`config.mk`:
```
export PLATFORM = sky130hd
export DESIGN_NAME = lowband_conditioner
export DESIGN_NICKNAME = d
export VERILOG_FILES = /design/src/rtl/lbc_pkg.sv /design/src/rtl/lbc_dc_tracker.sv /design/src/rtl/lbc_onepole.sv /design/src/rtl/lbc_channel.sv /design/src/rtl/lowband_conditioner.sv
export SDC_FILE = /design/constraint.sdc
export NUM_CORES = 2
export LEC_CHECK = 0
export ABC_AREA = 1
export BUFFER_PORTS_ARGS = -buffer_cell sky130_fd_sc_hd__buf_2
export CAP_MARGIN = 20
export CORE_ASPECT_RATIO = 0.75
export CORE_MARGIN = 2
export CORE_UTILIZATION = 70
export CTS_BUF_LIST = sky130_fd_sc_hd__clkbuf_4 sky130_fd_sc_hd__clkbuf_8
export CTS_CLUSTER_SIZE = 10
export DETAILED_ROUTE_END_ITERATION = 16
export PLACE_DENSITY = 0.87
export SYNTH_ARGS = -nofsm -noshare
export SYNTH_HDL_FRONTEND = slang
export SYNTH_SLANG_ARGS = --single-unit
```
`constraint.sdc`:
```
create_clock -name clk -period 21.8 [get_ports clk]
set_clock_uncertainty 0.2 [all_clocks]
set_input_delay 2.18 -clock clk [delete_from_list [all_inputs] [get_ports clk]]
set_output_delay 2.18 -clock clk [all_outputs]
set_load 0.05 [all_outputs]
```
`src/rtl/lbc_pkg.sv`:
```
package lbc_pkg;

    typedef enum logic [1:0] {
        PRE_SUB  = 2'd0,
        PRE_LOW  = 2'd1,
        PRE_BASS = 2'd2,
        PRE_THRU = 2'd3
    } preset_e;

    typedef enum logic {
        PATH_LOWPASS = 1'b0,
        PATH_THROUGH = 1'b1
    } path_e;

    // Q15 smoothing coefficient per preset; bypass has no coefficient
    function automatic logic signed [15:0] coef_of(preset_e p);
        logic signed [15:0] c;
        unique case (p)
            PRE_SUB:  c = 16'sd426;
            PRE_LOW:  c = 16'sd679;
            PRE_BASS: c = 16'sd1054;
            PRE_THRU: c = 16'sd0;
        endcase
        return c;
    endfunction

endpackage

```
`src/rtl/lbc_dc_tracker.sv`:
```
module lbc_dc_tracker #(
    parameter int SAMPLE_W = 12,
    parameter int ACC_W    = 24,
    parameter int DC_SHIFT = 10,
    parameter int Y_W      = SAMPLE_W + 2
) (
    input  logic                       clk,
    input  logic                       rst_n,
    input  logic                       take,
    input  logic [SAMPLE_W-1:0]        raw,
    output logic signed [Y_W-1:0]      y_q
);
    localparam logic [SAMPLE_W:0] MID = (SAMPLE_W+1)'(1) << (SAMPLE_W - 1);

    logic signed [SAMPLE_W:0] x;
    logic signed [ACC_W-1:0]  acc_q;
    logic signed [ACC_W-1:0]  est;
    logic signed [ACC_W-1:0]  x_ext;
    logic signed [ACC_W-1:0]  y_wide;
    logic signed [ACC_W-1:0]  acc_n;

    always_comb begin
        x      = $signed({1'b0, raw}) - $signed(MID);
        x_ext  = ACC_W'(x);
        est    = acc_q >>> DC_SHIFT;
        y_wide = x_ext - est;
        acc_n  = acc_q + y_wide;
    end

    always_ff @(posedge clk) begin
        if (!rst_n) begin
            acc_q <= '0;
            y_q   <= '0;
        end else if (take) begin
            acc_q <= acc_n;
            y_q   <= Y_W'(y_wide);
        end
    end
endmodule

```
`src/rtl/lbc_onepole.sv`:
```
module lbc_onepole #(
    parameter int IN_W      = 14,
    parameter int FRAC      = 8,
    parameter int ST_W      = 24,
    parameter int COEF_W    = 16,
    parameter int COEF_FRAC = 15
) (
    input  logic                     clk,
    input  logic                     rst_n,
    input  logic                     take,
    input  logic signed [IN_W-1:0]   y,
    input  logic signed [COEF_W-1:0] coef,
    output logic signed [ST_W-1:0]   st_q,
    output logic signed [ST_W-1:0]   st_next
);
    localparam int PROD_W = ST_W + 1 + COEF_W;

    logic signed [ST_W:0]     target;
    logic signed [ST_W:0]     diff;
    logic signed [PROD_W-1:0] prod;

    always_comb begin
        target  = (ST_W+1)'(y) <<< FRAC;
        diff    = target - (ST_W+1)'(st_q);
        prod    = PROD_W'(diff) * PROD_W'(coef);
        st_next = st_q + ST_W'(prod >>> COEF_FRAC);
    end

    always_ff @(posedge clk) begin
        if (!rst_n)
            st_q <= '0;
        else if (take)
            st_q <= st_next;
    end
endmodule

```
`src/rtl/lbc_channel.sv`:
```
module lbc_channel
    import lbc_pkg::*;
#(
    parameter int SAMPLE_W  = 12,
    parameter int ACC_W     = 24,
    parameter int DC_SHIFT  = 10,
    parameter int FRAC      = 8,
    parameter int COEF_W    = 16,
    parameter int COEF_FRAC = 15,
    parameter int OUT_W     = SAMPLE_W + 2,
    parameter int ST_W      = OUT_W + FRAC + 2
) (
    input  logic                     clk,
    input  logic                     rst_n,
    input  logic                     in_take,
    input  logic [SAMPLE_W-1:0]      raw,
    input  logic                     s1_take,
    input  path_e                    path,
    input  logic signed [COEF_W-1:0] coef,
    output logic signed [OUT_W-1:0]  out_q,
    output logic signed [ST_W-1:0]   st_q
);
    logic signed [OUT_W-1:0] y_q;
    logic signed [ST_W-1:0]  st_next;
    logic                    filt_take;

    lbc_dc_tracker #(
        .SAMPLE_W (SAMPLE_W),
        .ACC_W    (ACC_W),
        .DC_SHIFT (DC_SHIFT),
        .Y_W      (OUT_W)
    ) u_dc (
        .clk   (clk),
        .rst_n (rst_n),
        .take  (in_take),
        .raw   (raw),
        .y_q   (y_q)
    );

    assign filt_take = s1_take && (path == PATH_LOWPASS);

    lbc_onepole #(
        .IN_W      (OUT_W),
        .FRAC      (FRAC),
        .ST_W      (ST_W),
        .COEF_W    (COEF_W),
        .COEF_FRAC (COEF_FRAC)
    ) u_lp (
        .clk     (clk),
        .rst_n   (rst_n),
        .take    (filt_take),
        .y       (y_q),
        .coef    (coef),
        .st_q    (st_q),
        .st_next (st_next)
    );

    always_ff @(posedge clk) begin
        if (!rst_n) begin
            out_q <= '0;
        end else if (s1_take) begin
            unique case (path)
                PATH_LOWPASS: out_q <= OUT_W'(st_next >>> FRAC);
                PATH_THROUGH: out_q <= y_q;
            endcase
        end
    end
endmodule

```
`src/rtl/lowband_conditioner.sv`:
```
module lowband_conditioner
    import lbc_pkg::*;
#(
    parameter int SAMPLE_W  = 12,
    parameter int ACC_W     = 24,
    parameter int DC_SHIFT  = 10,
    parameter int FRAC      = 8,
    parameter int COEF_W    = 16,
    parameter int COEF_FRAC = 15
) (
    input  logic                        clk,
    input  logic                        rst_n,
    input  logic                        in_valid,
    input  logic [SAMPLE_W-1:0]         in_ch0,
    input  logic [SAMPLE_W-1:0]         in_ch1,
    input  logic [1:0]                  preset,
    output logic                        out_valid,
    output logic signed [SAMPLE_W+1:0]  out_ch0,
    output logic signed [SAMPLE_W+1:0]  out_ch1
);
    localparam int N_CH  = 2;
    localparam int OUT_W = SAMPLE_W + 2;
    localparam int ST_W  = OUT_W + FRAC + 2;

    path_e                    path_q, path_n;
    logic signed [COEF_W-1:0] coef_q, coef_n;
    logic                     s1_valid_q;
    logic                     out_valid_q;

    logic [SAMPLE_W-1:0]      raw_arr   [N_CH];
    logic signed [OUT_W-1:0]  out_arr   [N_CH];
    logic signed [ST_W-1:0]   lp_state  [N_CH];

    // next path and coefficient from the preset arriving with the sample
    always_comb begin
        unique case (preset_e'(preset))
            PRE_THRU: path_n = PATH_THROUGH;
            PRE_SUB,
            PRE_LOW,
            PRE_BASS: path_n = PATH_LOWPASS;
        endcase
        coef_n = COEF_W'(coef_of(preset_e'(preset)));
    end

    // path state register: moves only when a sample is accepted
    always_ff @(posedge clk) begin
        if (!rst_n) begin
            path_q <= PATH_LOWPASS;
            coef_q <= COEF_W'(coef_of(PRE_SUB));
        end else if (in_valid) begin
            path_q <= path_n;
            coef_q <= coef_n;
        end
    end

    // strobe pipeline
    always_ff @(posedge clk) begin
        if (!rst_n) begin
            s1_valid_q  <= 1'b0;
            out_valid_q <= 1'b0;
        end else begin
            s1_valid_q  <= in_valid;
            out_valid_q <= s1_valid_q;
        end
    end

    assign raw_arr[0] = in_ch0;
    assign raw_arr[1] = in_ch1;

    for (genvar g = 0; g < N_CH; g++) begin : g_ch
        lbc_channel #(
            .SAMPLE_W  (SAMPLE_W),
            .ACC_W     (ACC_W),
            .DC_SHIFT  (DC_SHIFT),
            .FRAC      (FRAC),
            .COEF_W    (COEF_W),
            .COEF_FRAC (COEF_FRAC),
            .OUT_W     (OUT_W),
            .ST_W      (ST_W)
        ) u_chan (
            .clk     (clk),
            .rst_n   (rst_n),
            .in_take (in_valid),
            .raw     (raw_arr[g]),
            .s1_take (s1_valid_q),
            .path    (path_q),
            .coef    (coef_q),
            .out_q   (out_arr[g]),
            .st_q    (lp_state[g])
        );
    end

    assign out_valid = out_valid_q;
    assign out_ch0   = out_arr[0];
    assign out_ch1   = out_arr[1];
endmodule

```
# Word-level counts from Yosys, hierarchy flattened
# Cells that the tools add are included.
# totals
reg_bits,171
in_bits,29
out_inout_bits,29
word_cells,35
# op_classes
add_sub_neg,10
mul,2
n_eq_ne,3
mux,4
bitwise_logic,1
n_reduce_logical,3
# ops
cell,n
$mul 25x16->39,2
$pmux 16 s4,1
$pmux 14 s2,2
$sub 22x24->25,2
$add 24x15->24,2
$add 24x24->24,2
$sub 13x14->15,2
$sub 12x12->13 const B,2
$eq 2x2->1 const B,2
$reduce_or 3->1,1
$eq 2x1->1 const B,1
$logic_not 2->1,1
$pmux 1 s2,1
$logic_and 1x1->1,1
$not 1->1,1

# Longest topological paths before layout
# depth
word_depth,4
ltp_mapped,51
depth_no_buf,51

# By module
# Synthesis repeated with hierarchy kept, for this count alone.
# unflattened
hier_cells,6008
area_unflattened_um2,43490.5
# by_module_without_submodules
module,n_inst,cells_each,area_each_um2,seq_area_each_um2
lbc_onepole at g_ch[1].u_chan.u_lp,1,2300,17282.8,480.5
lbc_onepole at g_ch[0].u_chan.u_lp,1,2252,17121.4,480.5
lbc_dc_tracker,2,581,3558.4,760.7
lbc_channel,2,123,784.5,280.3
lowband_conditioner,1,48,400.4,200.2

# Least setup slack after synthesis
# No wires, ideal clock.
# synth_timing
path_type,register to register
startpoint,reg g_ch[1].u_chan.u_lp.st_q[0]
endpoint,reg g_ch[1].u_chan.u_lp.st_q[23]
setup_time_ns,0.110
arrival_time_ns,7.420
required_ns,21.490
slack_ns,14.070
path_stages_with_launch,42
path_buffers,1
period_less_slack_ns,7.730
path_cell_list,dfxtp_1 buf_6 inv_1 ha_1 nand4_4 nor2_4 nand3b_1 nand2_2 a21oi_4 o21ai_4 inv_2 o21ai_4 a21oi_1 fa_1 inv_1 fa_1 inv_1 fa_1 [... 6 more ...] nand2_1 nor2_1 inv_1 nor3_1 a221oi_1 nand2_1 xor2_1 ha_1 a21oi_1 o21ai_0 a21oi_1 o21ai_0 a21oi_1 nand3_1 nand3_1 nand2_1 inv_1 nor2_1
# synth_between
elab_chain_len,3
# synth_rtl
element,line,rtl
"start, declared",lbc_onepole.sv:13,"output logic signed [ST_W-1:0] st_q,"
"start signal, assigned",lbc_onepole.sv:33,st_q <= st_next;
$sub 22x24->25,lbc_onepole.sv:24,diff = target - (ST_W+1)'(st_q);
$mul 25x16->39,lbc_onepole.sv:25,prod = PROD_W'(diff) * PROD_W'(coef);
$add 24x24->24 (*),lbc_onepole.sv:26,st_next = st_q + ST_W'(prod >>> COEF_FRAC);
# Mark *: on every way between the ends. The rest lies on a longest branch, timed or not.
# A chain may end at the register's enable or synchronous reset.

# Final worst setup path
# layout_timing
startpoint,reg g_ch[0].u_chan.u_lp.st_q[0]
endpoint,reg g_ch[0].u_chan.u_lp.st_q[13]
# layout_between
elab_chain_len,3
# layout_rtl
element,line
"start, declared",lbc_onepole.sv:13
"start signal, assigned",lbc_onepole.sv:33
$sub 22x24->25,lbc_onepole.sv:24
$mul 25x16->39,lbc_onepole.sv:25
$add 24x24->24 (*),lbc_onepole.sv:26
# Marks and branches as above.

==> flow_summary.toml <==
[synth]
synth_cells = 4635
ys_seq_elements = 162
ys_seq_area_share_pct = 9.62
synth_edf_count = 0
yosys-top-cells-area = "fa_1 (26%), ha_1 (16%), inv_1 (12%), dfxtp_1 (9.6%), nand2_1 (8.4%)"
synth_ff_type = "dfxtp_1"
synth.avg_cell_area_sq_um = 7.27
yosysUniqueCellTypes = 62
synth_top_area_cell = "fa_1"
synth_top_area_share_pct = 26.2
async_reset_ff_share_pct = 0
synth.cell_area_sq_um = 33700
yosys_warnings = 0
syn-num-nets = 5541

[clock_network]
cts.reportedPaths.clkPinSlew_ns = 0.10
cts_resized = 0
clock-sinks = 162
cts_buffers = 17
cts_hold_buf = 0
root_buffer = "clkbuf_8"
h-tree-depth = 4
post_cts.repair.setup_buffers = 0
clockBufferDepth = 2
cts_tree = "built"
clk_latency_ns = 0.48

[die]
rows = 69
die_area_sq_um = 49900
chipWidth_um = 257
core_sq_um = 47500
die_h_um = 194
start_util_pct = 71.0
top_level_ports = 58

[worst_setup_path]
cp_common_cell = "nand2_1"
cp_max_fo = 9
required_ns = 21.94
critPathSlowestCell = "xnor2_1"
cp-end-kind = "flip-flop"
start_kind = "flip-flop"
crit_buf_inv = 6
worstSetupPathType = "reg -> reg"
critical-path-top-delay-family = "adder cells"
slowest_delay_ns = 0.64
crit_arrival_ns = 9.78

[finish]
diodes = 0
layout.cells.non_filler = 5295
final_cell_mix = "inv_1 (1077), nand2_1 (755), nor2_1 (501)"
fill_cells = 3887
drive_gt1_share_pct = 4.38
area.growth.synth_to_final_pct = 3.90
nets = 5549
final_common_cell = "inv_1"

[drt]
drt-pass1-iter-count = 8
ant_nets = 0
post-route-drc-count = 0
via_count = 30500
drt-initial-drc-count = 3416
wire_per_inst_um = 18.1
vias_per_cell = 5.75
drt_wl_total_mm = 95.7

[timing]
fmax_ghz = 0.104
tns_ns = 0
maxSlewViolCount = 0
tightest_slew_ns = 1.05
grt_setup_unrepaired = "false"
period_needed_ns = 9.63
max-slew-margin-rel_pct = 30.0
setup_viol = 0
finalCritPeriodShare_pct = 44.2
hold_viol_final = 0

[run]
maxCapViolations = 0

[global_route]
track_usage_pct = 38.9
grt-ovfl-total = 0
first_global_vias = 29900
grt_pass1_wl_mm = 155
antenna_found_initial = 0
grt_max_degree = 96

[min_path]
hold_path.class = "reg -> reg"

[placement]
io_buffers = 57
dp.cells = 5263
place.gp.congestion = 1.01
dp_hpwl_mm = 79.8

[status]
status = "finished clean"
-- cell type report --
| type | count | area (sq um) | share of cell area (%) |
|---|---|---|---|
| Clock buffer | 19 | 249 | 0.711 |
| Clock inverter | 13 | 175 | 0.500 |
| Inverter | 1095 | 4110 | 11.7 |
| Multi-Input combinational cell | 3290 | 26000 | 74.3 |
| Sequential cell | 162 | 3240 | 9.26 |
| Tap cell | 639 | 800 | 2.28 |
| Timing Repair Buffer | 77 | 435 | 1.24 |
-- Yosys cell counts (22+ instances only) --
library cell / instances
inv_1: 1080
nand2_1: 755
nor2_1: 502
fa_1: 442
ha_1: 435
a21oi_1: 323
o21ai_0: 219
nand3_1: 170
dfxtp_1: 162
xor2_1: 82
clkbuf_1: 81
a31oi_1: 44
nor3_1: 37
a21o_1: 34
xnor2_1: 33
nand4_1: 26
or2_2: 24
o21bai_1: 22
-- metal layers --
layer	global-route usage, %	vias to the layer above	wire, um
met5	0	-	0
met4	9.23	0	2660
met3	7.29	207	10100
met2	59.8	1525	41200
met1	56.9	14300	41700
li1	-	14400	-
-- final timing paths --
path,startpoint,slack (ns),to,depth (start not counted)
max,g_ch[0].u_chan.u_lp.st_q[0],12.17,g_ch[0].u_chan.u_lp.st_q[13],35
min,g_ch[0].u_chan.u_lp.st_q[12],0.29,g_ch[0].u_chan.u_lp.st_q[12],2
max reg2reg,g_ch[0].u_chan.u_lp.st_q[0],12.17,g_ch[0].u_chan.u_lp.st_q[13],35
min reg2reg,g_ch[0].u_chan.u_lp.st_q[12],0.29,g_ch[0].u_chan.u_lp.st_q[12],2
-- flip-flops by register name (all words and copies together), names as in the netlist --
name	flops
g_ch.u_chan.u_dc.acc_q	48
g_ch.u_chan.u_lp.st_q	48
g_ch.u_chan.out_q	28
g_ch.u_chan.u_dc.y_q	28
coef_q	7
out_valid	1
path_q	1
s1_valid_q	1
-- tightest hold or removal path: stages, from the launching register on --
cell	delay [ns]
dfxtp_1	0.34
nand2_1	0.06
a21oi_1	0.05
-- per-stage QoR --
step / util [%] / hold slack (ns) / setup slack (ns) / cell area [sq um]
CTS: 73.8 / 0.294 / 12.45 / 35000
finish: 73.8 / 0.294 / 12.17 / 35000
floorplan: - / 0.253 / 14.07 / 33700
detailed placement: 72.9 / 0.278 / 12.51 / 34600
global route: 73.8 / 0.314 / 11.73 / 35000
global placement: 72.9 / 0.270 / 12.60 / 34600
-- kinds of logic after synthesis --
| logic type | synth area share (%) |
|---|---|
| AOI/OAI and AO/OA | 12.2 |
| xor gates and xnor gates | 3.37 |
| buffers and inverters | 13.2 |
| adders and majority gates | 42.4 |
| DFF | 9.62 |
| and+or+nand+nor | 19.2 |
Power is left out: the tool's default activity adds up to more than one toggle a clock period on the data nets, which glitch-free logic cannot reach.
